--- src/rtl/adc_seq_pkg.sv ---
package adc_seq_pkg;
  localparam int SEL_W = 2;

  typedef struct packed {
    logic single;
    logic odd;
  } sel_t;

  typedef enum logic [1:0] {
    SEQ_IDLE,
    SEQ_CONV,
    SEQ_SHIFT
  } seq_state_t;
endpackage

--- src/rtl/adc_seq_clkdiv.sv ---
module adc_seq_clkdiv #(
  parameter int DIV_W = 8
) (
  input  logic             clk,
  input  logic             rst_n,
  input  logic             run,
  input  logic [DIV_W-1:0] half,
  output logic             tick
);
  logic [DIV_W-1:0] cnt_q;
  logic [DIV_W-1:0] lim;

  // a half period of zero behaves as one cycle
  assign lim  = (half == '0) ? '0 : half - 1'b1;
  assign tick = run && (cnt_q >= lim);

  always_ff @(posedge clk) begin
    if (!rst_n) begin
      cnt_q <= '0;
    end else if (!run || cnt_q >= lim) begin
      cnt_q <= '0;
    end else begin
      cnt_q <= cnt_q + 1'b1;
    end
  end
endmodule

--- src/rtl/adc_seq_shifter.sv ---
module adc_seq_shifter #(
  parameter int RES_W = 12,
  parameter int SEL_W = 2
) (
  input  logic             clk,
  input  logic             rst_n,
  input  logic             start,
  input  logic [SEL_W-1:0] sel_bits,
  input  logic             tick,
  input  logic             sdo,
  output logic             active,
  output logic             sck,
  output logic             sdi,
  output logic             done,
  output logic [RES_W-1:0] data
);
  localparam int CNT_W = $clog2(RES_W + 1);
  localparam logic [CNT_W-1:0] LAST = CNT_W'(RES_W);

  logic             active_q;
  logic             sck_q;
  logic             sdi_q;
  logic             done_q;
  logic [CNT_W-1:0] bits_q;
  logic [SEL_W-1:0] tx_q;
  logic [RES_W-1:0] rx_q;

  always_ff @(posedge clk) begin
    if (!rst_n) begin
      active_q <= 1'b0;
      sck_q    <= 1'b0;
      sdi_q    <= 1'b0;
      done_q   <= 1'b0;
      bits_q   <= '0;
      tx_q     <= '0;
      rx_q     <= '0;
    end else begin
      done_q <= 1'b0;
      if (start) begin
        active_q <= 1'b1;
        sck_q    <= 1'b0;
        sdi_q    <= sel_bits[SEL_W-1];
        tx_q     <= {sel_bits[SEL_W-2:0], 1'b0};
        bits_q   <= '0;
        rx_q     <= '0;
      end else if (active_q && tick) begin
        if (!sck_q) begin
          if (bits_q == LAST) begin
            // trailing low half period, then the frame closes
            active_q <= 1'b0;
            done_q   <= 1'b1;
            sdi_q    <= 1'b0;
          end else begin
            sck_q  <= 1'b1;
            rx_q   <= {rx_q[RES_W-2:0], sdo};
            bits_q <= bits_q + 1'b1;
          end
        end else begin
          // falling edge: present the next selection bit, zeros afterwards
          sck_q <= 1'b0;
          sdi_q <= tx_q[SEL_W-1];
          tx_q  <= {tx_q[SEL_W-2:0], 1'b0};
        end
      end
    end
  end

  assign active = active_q;
  assign sck    = sck_q;
  assign sdi    = sdi_q;
  assign done   = done_q;
  assign data   = rx_q;
endmodule

--- src/rtl/adc_seq_ctrl.sv ---
module adc_seq_ctrl
  import adc_seq_pkg::*;
#(
  parameter int CONV_W = 16
) (
  input  logic              clk,
  input  logic              rst_n,
  input  logic              req_valid,
  input  logic [SEL_W-1:0]  req_sel,
  output logic              req_ready,
  input  logic [CONV_W-1:0] conv_cycles,
  input  logic              res_busy,
  input  logic              shift_done,
  output logic              conv,
  output logic              shift_start,
  output logic [SEL_W-1:0]  frame_sel
);
  seq_state_t        state_q;
  logic              pend_q;
  logic [SEL_W-1:0]  pend_sel_q;
  logic [SEL_W-1:0]  cur_sel_q;
  logic [CONV_W-1:0] cnt_q;
  logic              conv_q;
  logic              start_q;

  assign req_ready = !pend_q;

  always_ff @(posedge clk) begin
    if (!rst_n) begin
      state_q    <= SEQ_IDLE;
      pend_q     <= 1'b0;
      pend_sel_q <= '0;
      cur_sel_q  <= '0;
      cnt_q      <= '0;
      conv_q     <= 1'b0;
      start_q    <= 1'b0;
    end else begin
      start_q <= 1'b0;
      if (req_valid && !pend_q) begin
        pend_q     <= 1'b1;
        pend_sel_q <= req_sel;
      end
      unique case (state_q)
        SEQ_IDLE: begin
          if (pend_q && !res_busy) begin
            conv_q    <= 1'b1;
            cnt_q     <= CONV_W'(1);
            cur_sel_q <= pend_sel_q;
            pend_q    <= 1'b0;
            state_q   <= SEQ_CONV;
          end
        end
        SEQ_CONV: begin
          if (cnt_q >= conv_cycles) begin
            conv_q  <= 1'b0;
            start_q <= 1'b1;
            state_q <= SEQ_SHIFT;
          end else begin
            cnt_q <= cnt_q + 1'b1;
          end
        end
        SEQ_SHIFT: begin
          if (shift_done) begin
            state_q <= SEQ_IDLE;
          end
        end
        default: state_q <= SEQ_IDLE;
      endcase
    end
  end

  assign conv        = conv_q;
  assign shift_start = start_q;
  assign frame_sel   = cur_sel_q;
endmodule

--- src/rtl/adc_seq_tagger.sv ---
module adc_seq_tagger #(
  parameter int RES_W = 12,
  parameter int SEL_W = 2
) (
  input  logic             clk,
  input  logic             rst_n,
  input  logic             frame_done,
  input  logic [RES_W-1:0] frame_data,
  input  logic [SEL_W-1:0] frame_sel,
  input  logic             res_ready,
  output logic             res_valid,
  output logic [RES_W-1:0] res_data,
  output logic [SEL_W-1:0] res_cfg,
  output logic             res_cfg_known
);
  logic [SEL_W-1:0] prev_sel_q;
  logic             prev_known_q;

  always_ff @(posedge clk) begin
    if (!rst_n) begin
      prev_sel_q    <= '0;
      prev_known_q  <= 1'b0;
      res_valid     <= 1'b0;
      res_data      <= '0;
      res_cfg       <= '0;
      res_cfg_known <= 1'b0;
    end else if (frame_done) begin
      // the value read now was converted with the selection of the prior frame
      res_valid     <= 1'b1;
      res_data      <= frame_data;
      res_cfg       <= prev_sel_q;
      res_cfg_known <= prev_known_q;
      prev_sel_q    <= frame_sel;
      prev_known_q  <= 1'b1;
    end else if (res_valid && res_ready) begin
      res_valid <= 1'b0;
    end
  end
endmodule

--- src/rtl/adc_conv_seq.sv ---
module adc_conv_seq
  import adc_seq_pkg::*;
#(
  parameter int RES_W  = 12,
  parameter int CONV_W = 16,
  parameter int DIV_W  = 8
) (
  input  logic              clk,
  input  logic              rst_n,
  input  logic [CONV_W-1:0] conv_cycles,
  input  logic [DIV_W-1:0]  sck_half,
  input  logic              req_valid,
  output logic              req_ready,
  input  logic [1:0]        req_cfg,
  output logic              res_valid,
  input  logic              res_ready,
  output logic [RES_W-1:0]  res_data,
  output logic [1:0]        res_cfg,
  output logic              res_cfg_known,
  output logic              adc_conv,
  output logic              adc_sck,
  output logic              adc_sdi,
  input  logic              adc_sdo
);
  logic             shift_start;
  logic             shift_done;
  logic             shift_active;
  logic             div_tick;
  logic [SEL_W-1:0] frame_sel;
  logic [RES_W-1:0] frame_data;

  adc_seq_ctrl #(.CONV_W(CONV_W)) i_ctrl (
    .clk         (clk),
    .rst_n       (rst_n),
    .req_valid   (req_valid),
    .req_sel     (req_cfg),
    .req_ready   (req_ready),
    .conv_cycles (conv_cycles),
    .res_busy    (res_valid),
    .shift_done  (shift_done),
    .conv        (adc_conv),
    .shift_start (shift_start),
    .frame_sel   (frame_sel)
  );

  adc_seq_clkdiv #(.DIV_W(DIV_W)) i_div (
    .clk   (clk),
    .rst_n (rst_n),
    .run   (shift_active),
    .half  (sck_half),
    .tick  (div_tick)
  );

  adc_seq_shifter #(.RES_W(RES_W), .SEL_W(SEL_W)) i_shift (
    .clk      (clk),
    .rst_n    (rst_n),
    .start    (shift_start),
    .sel_bits (frame_sel),
    .tick     (div_tick),
    .sdo      (adc_sdo),
    .active   (shift_active),
    .sck      (adc_sck),
    .sdi      (adc_sdi),
    .done     (shift_done),
    .data     (frame_data)
  );

  adc_seq_tagger #(.RES_W(RES_W), .SEL_W(SEL_W)) i_tag (
    .clk           (clk),
    .rst_n         (rst_n),
    .frame_done    (shift_done),
    .frame_data    (frame_data),
    .frame_sel     (frame_sel),
    .res_ready     (res_ready),
    .res_valid     (res_valid),
    .res_data      (res_data),
    .res_cfg       (res_cfg),
    .res_cfg_known (res_cfg_known)
  );
endmodule

--- config.mk ---
export PLATFORM = sky130hd
export DESIGN_NAME = adc_conv_seq
export DESIGN_NICKNAME = d
export VERILOG_FILES = /design/src/rtl/adc_seq_pkg.sv /design/src/rtl/adc_seq_clkdiv.sv /design/src/rtl/adc_seq_shifter.sv /design/src/rtl/adc_seq_ctrl.sv /design/src/rtl/adc_seq_tagger.sv /design/src/rtl/adc_conv_seq.sv
export SDC_FILE = /design/constraint.sdc
export NUM_CORES = 1
export LEC_CHECK = 0
export CORE_UTILIZATION = 60
export CTS_BUF_LIST = sky130_fd_sc_hd__clkbuf_4
export DETAILED_ROUTE_END_ITERATION = 12
export DONT_BUFFER_PORTS = 1
export PLACE_DENSITY = 0.76
export SLEW_MARGIN = 20
export SYNTH_ARGS = -nofsm -noshare
export SYNTH_HDL_FRONTEND = slang
export SYNTH_SLANG_ARGS = --single-unit
--- constraint.sdc ---
create_clock -name clk -period 7.2 [get_ports clk]
set_input_delay 2.16 -clock clk [delete_from_list [all_inputs] [get_ports clk]]
set_output_delay 2.16 -clock clk [all_outputs]
set_load 0.01 [all_outputs]
## Word-level counts from Yosys, hierarchy flattened

Index checks and enable logic that the tools add are counted.
Widths: inputs -> output; s select.

- Multipliers: 0
- Mux-type cells: 30
- Bitwise operators: 4
- $add $sub $neg: 4
- Magnitude comparators: 2
- Reductions and logical operators: 29
- Shift-type cells: 0
- Equality and inequality tests: 8
- Divide/modulo/power cells: 0

Operator list:

| operator | count |
|---|---|
| $mux 16 | 2 |
| $pmux 16 s2 | 1 |
| $mux 1 | 18 |
| $add 16x1->16 const B | 1 |
| $ge 16x16->1 | 1 |
| $reduce_and 3->1 | 5 |
| $mux 2 | 6 |
| $reduce_bool 2->1 | 5 |
| $add 8x1->8 const B | 1 |
| $ge 8x8->1 | 1 |
| $logic_not 8->1 | 1 |
| $mux 8 | 1 |
| $reduce_and 2->1 | 4 |
| $sub 8x1->8 const B | 1 |
| $ne 2x1->1 const B | 3 |
| $pmux 2 s3 | 1 |
| $logic_and 1x1->1 | 5 |
| $add 4x1->4 const B | 1 |
| $eq 4x4->1 const B | 1 |
| $ne 2x2->1 const B | 2 |
| $not 1->1 | 4 |
| $reduce_or 2->1 | 2 |
| $reduce_or 4->1 | 1 |
| $logic_not 1->1 | 3 |
| 6 further kinds | 6 |

- Input bits: 31
- Memories: 0
- Bits in registers: 73
- Logic and storage cells: 98
- RAM bits: 0
- Latch bits: 0
- Memory bits (read-only): 0
- Output and inout port bits: 20

## Depth between registers and ports, before layout

- Word-level depth: 7
- Gate-level depth with buffers: 14
- Gate-level depth less buffers: 13

## By module

Synthesis repeated with hierarchy kept, for this count alone.

- Cell total of the unflattened synthesis: 429
- Area total of the unflattened synthesis: 4,017.6 sq um

Modules (own cells, without submodules):

| module | cells each | instances | seq. area each (sq um) | area an instance (sq um) |
|---|---|---|---|---|
| adc_seq_ctrl | 190 | 1 | 500.5 | 1,687.9 |
| adc_seq_shifter | 105 | 1 | 420.4 | 928.4 |
| adc_seq_tagger | 59 | 1 | 380.4 | 713.2 |
| adc_seq_clkdiv | 75 | 1 | 160.2 | 688.2 |

## Least setup slack after synthesis

OpenSTA, ideal clock, no wires.

- Path kind: input-to-reg
- Start point: in sck_half[0]
- End point: reg i_shift.bits_q[3]
- Data required time: 7.079 ns
- Data arrival time: 4.734 ns
- Library setup time: 0.121 ns
- Cell stages on the path: 13
- Buffers on the path: 0
- Setup slack: 2.346 ns
- Cell sequence: inv_1 -> ha_1 -> nor2b_1 -> nand3b_1 -> or3_1 -> and2_1 -> ha_1 -> nand2b_1 -> a211o_1 -> a21oi_1 -> o21ai_2 -> nand4_1 -> mux2_2

- Cells in the longest elaborated chain, start to end: 6
- Elaborated cells between the ends (all ways): 7
- Classes of those cells: add/sub (1); order compare (1); mux (1); reduce/logical (4)

RTL lines:

| item | line | source |
|---|---|---|
| from (decl) | adc_conv_seq.sv:11 | `input logic [DIV_W-1:0] sck_half,` |
| $sub 8x1->8 / $logic_not 8->1 (equally long branches) | adc_seq_clkdiv.sv:14 | `assign lim = (half == '0) ? '0 : half - 1'b1;` |
| $mux 8 (*) | adc_seq_clkdiv.sv:14 |  |
| $ge 8x8->1 (*) | adc_seq_clkdiv.sv:15 | `assign tick = run && (cnt_q >= lim);` |
| $logic_and 1x1->1 (*) | adc_seq_clkdiv.sv:15 |  |
| $logic_and 1x1->1 (*) | adc_seq_shifter.sv:46 | `end else if (active_q && tick) begin` |
| $reduce_and 3->1 (no source line) (*) | -- |  |
| to (signal assigned) | adc_seq_shifter.sv:56 | `bits_q <= bits_q + 1'b1;` |
| to (decl) | adc_seq_shifter.sv:24 | `logic [CNT_W-1:0] bits_q;` |

Mark *: on every way between the ends. The rest lies on a longest branch, timed or not.
A chain may end at the register's enable or synchronous reset.

## Worst setup path in the final report

Same ends and word-level chain as after synthesis.

==> metrics.cfg <==
[outcome]
status=complete, no violations

[placement]
numPortBuffers=0
dp_cells=493
dp_hpwl_um=5270
place_congestion=0.782
placed_area_um2=3880

[sta]
finalSetupViolCount=0
timing.fmax_ghz=0.203
grt_setup_unrepaired=false
period_share_pct=68.5
finalCriticalPeriod_ns=4.93
finalClockSkew_ns=0.0178
worst-slew-pin-transition_ns=1.05
fin_setup_tns_ns=0
drv_slew=0
relSlewSlack_pct=30.2
hold_viol=0

[critical_path]
critPathLaunch=sck_half[0]
r2r-start=i_ctrl.cnt_q[0]$_SDFFE_PN0P_
end_kind=register
cp-start-kind=input port
cp.required_ns=7.52
worst_ep_arrival_time_ns=5.25
path_class=in2reg
critPathMaxFanout=17

[die]
die_width_um=82.1
die_area_um2=6740
core_um2=6060
rows=28
die_y_um=82.1
io_pins=51
start_util_pct=63.5

[cells_and_area]
seqCellArea_um2=1460
multi_input_area_um2=2220
area_growth_syn_to_layout_pct=5.33
design_area_um2=4050
final_cells=509
nets=489
fillerInstances=526
layout-drive-gt1-share_pct=6.45
diodes=0

[grt]
grt_max_degree=45
antenna_found_initial=0
grt_pass1_vias=2698
track_usage_pct=22.8
grt_pass1_wl_um=11800
grt_overflow=0

[synthesis]
synth_top_family_by_area=simple AND/OR/NAND/NOR gates
syn_area_per_cell_um2=8.97
synthXorXnorAreaFrac_pct=2.50
synth_fp_nets=489
post-synth-top-area-cell=dfxtp_1
syn_inst=429
synth_top_area_share_pct=38.0
synth-compound-area-share_pct=13.4
synth_commonest_cells=73 x dfxtp_1, 49 x nor2_1, 37 x mux2i_1, 29 x ha_1, 29 x nor2b_1
syn-cell-area_um2=3850
yosys.area_share.simple_pct=22.6
synth_area_leaders=dfxtp_1 38%, mux2i_1 9.6%, ha_1 9.4%
synth_seq_cells=73
async_flop_share_pct=0
synthMuxAreaShare_pct=9.92
synth_edf_count=0
synthDistinctLibCells=54
synth-main-ff-cell=dfxtp_1
synth-seq-area-share_pct=38.0
yosysMostFrequentCell=dfxtp_1
ys_warn_count=0
synth_adder_area_share_pct=9.43

[clocking]
post_cts_buffers=0
cts_hold_buffers=0
cts_resized=0
clk_latency_ns=0.42
h-tree-depth=3
numCtsBuffers=9
path_clk_slew_ns=0.13
tritoncts=built
root_buffer=clkbuf_4
clock_path_buffers=2
clock-sinks=73

[power_and_ir_drop]
max-vdd-ir-drop_mv=0.136
power.internal_w=0.000574
p_leak_nw=1.55
pwr-share-comb_pct=6.7
sequentialPowerShare_pct=53.8
powerDensity_nw_per_um2=189
switching_share_pct=25.0
pwr-share-clk_pct=39.6
p_switching_w=0.000191

[detailed_routing]
dr.pass1.iters=4
postRouteAntennaNets=0
num_vias=2927
via_per_inst=5.75
drt-wirelength-per-cell_um=14.0
drt_iter0_drc=130
drc=0
drt_wl_total_um=7140

[hold_path]
hp-start=i_tag.prev_known_q$_SDFFE_PN0P_
hp-class=reg2reg

[run]
max_cap_viol_count=0

-- flip-flops by register name, indices dropped and copies added, names as in the netlist, 2 cells and up --
signal / count
i_shift.data: 12
i_shift.bits_q: 4
i_tag.res_cfg: 2
i_tag.prev_sel_q: 2
i_ctrl.pend_sel_q: 2
i_tag.res_data: 12
i_ctrl.state_q: 2
i_div.cnt_q: 8
i_ctrl.cnt_q: 16
i_ctrl.frame_sel: 2
-- layout by cell type (no fill, tap or decap), types with 2 or more instances in the layout --
cell type | netlist | layout
or4_1 | 2 | 2
o21a_1 | 5 | 5
o21ai_2 | 2 | 2
nor2_1 | 49 | 49
nand3_1 | 20 | 20
a211o_1 | 3 | 3
inv_1 | 28 | 28
and2_1 | 4 | 4
a31oi_1 | 7 | 7
o31ai_1 | 2 | 2
nor3_1 | 8 | 8
a41o_1 | 2 | 2
or3_1 | 4 | 4
and4_1 | 2 | 2
xnor2_1 | 4 | 4
nor2b_1 | 29 | 29
mux2i_1 | 37 | 37
and3_1 | 6 | 6
nand2b_1 | 5 | 5
ha_1 | 29 | 29
a21boi_1 | 3 | 3
nor3b_1 | 3 | 3
nand4_1 | 7 | 7
a21oi_1 | 9 | 9
bufinv_16 | 0 | 2
o21ai_0 | 18 | 18
inv_6 | 0 | 2
nand2_1 | 24 | 24
clkbuf_4 | 0 | 9
xor2_1 | 7 | 7
a21boi_0 | 4 | 4
dfxtp_1 | 73 | 73
-- metal layers --
layer / vias up / global-route usage (%) / routed length, um
met5: - / 0 / 0
met4: 0 / 7.54 / 93
met3: 11 / 5.16 / 410
met2: 76 / 37.4 / 3130
met1: 1331 / 29.5 / 3510
li1: 1509 / - / -
-- path summary, 6_finish.rpt --
path | endpoint | slack (ns) | cells past startpoint
min | i_tag.prev_known_q$_SDFFE_PN0P_ | 0.49 | 1
min reg2reg | i_tag.prev_known_q$_SDFFE_PN0P_ | 0.49 | 1
max | i_shift.bits_q[3]$_SDFFE_PP0P_ | 2.27 | 13
max reg2reg | i_ctrl.cnt_q[12]$_SDFFE_PN0P_ | 4.54 | 8
-- final cells by class --
type / count / area share (%)
clock buffers: 9 / 1.67
clock inverters: 7 / 2.50
inverters: 28 / 2.59
multi-input cells: 317 / 54.9
flip-flops and latches: 73 / 36.0
well taps: 75 / 2.31
-- worst max-delay path, cell delays in order --
cell and delay [ns]:
inv_1 0.05, ha_1 0.15, nor2b_1 0.25, nand3b_1 0.15, or3_1 0.41, and2_1 0.20
ha_1 0.26, nand2b_1 0.09, a211o_1 0.12, a21oi_1 0.10, o21ai_2 0.81, nand4_1 0.19
mux2_2 0.30
-- kinds of logic (layout without fill, tap and decap cells) --
| group | count (synthesis) | count (layout) |
|---|---|---|
| AND/OR/NAND/NOR | 169 | 169 |
| flip-flops | 73 | 73 |
| AO/OA/AOI/OAI | 70 | 70 |
| buffers and inverters | 39 | 44 |
| multiplexers | 38 | 38 |
| adder cells (fa/ha/maj) | 29 | 29 |
| XOR/XNOR | 11 | 11 |
-- power by group through the flow --
stage               Sequential, W  Clock (W)  Combinational, W
detailed placement       0.000420          0         0.0000506
CTS                      0.000412   0.000310         0.0000511
floorplan                0.000419          0         0.0000439
global route             0.000412   0.000325         0.0000582
finish                   0.000412   0.000303         0.0000510
global placement         0.000420          0         0.0000490
-- through the flow --
stage | worst slack [ns] | hold WS, ns | power [W] | utilization [%]
floorplan | 2.35 | 0.437 | 0.000463 | -
global placement | 1.93 | 0.447 | 0.000469 | 64.1
detailed placement | 1.82 | 0.460 | 0.000471 | 64.1
CTS | 2.26 | 0.488 | 0.000773 | 66.9
global route | 1.97 | 0.515 | 0.000796 | 66.9
finish | 2.27 | 0.487 | 0.000765 | 66.9
Note: power is estimated with default switching activity, not from simulation.
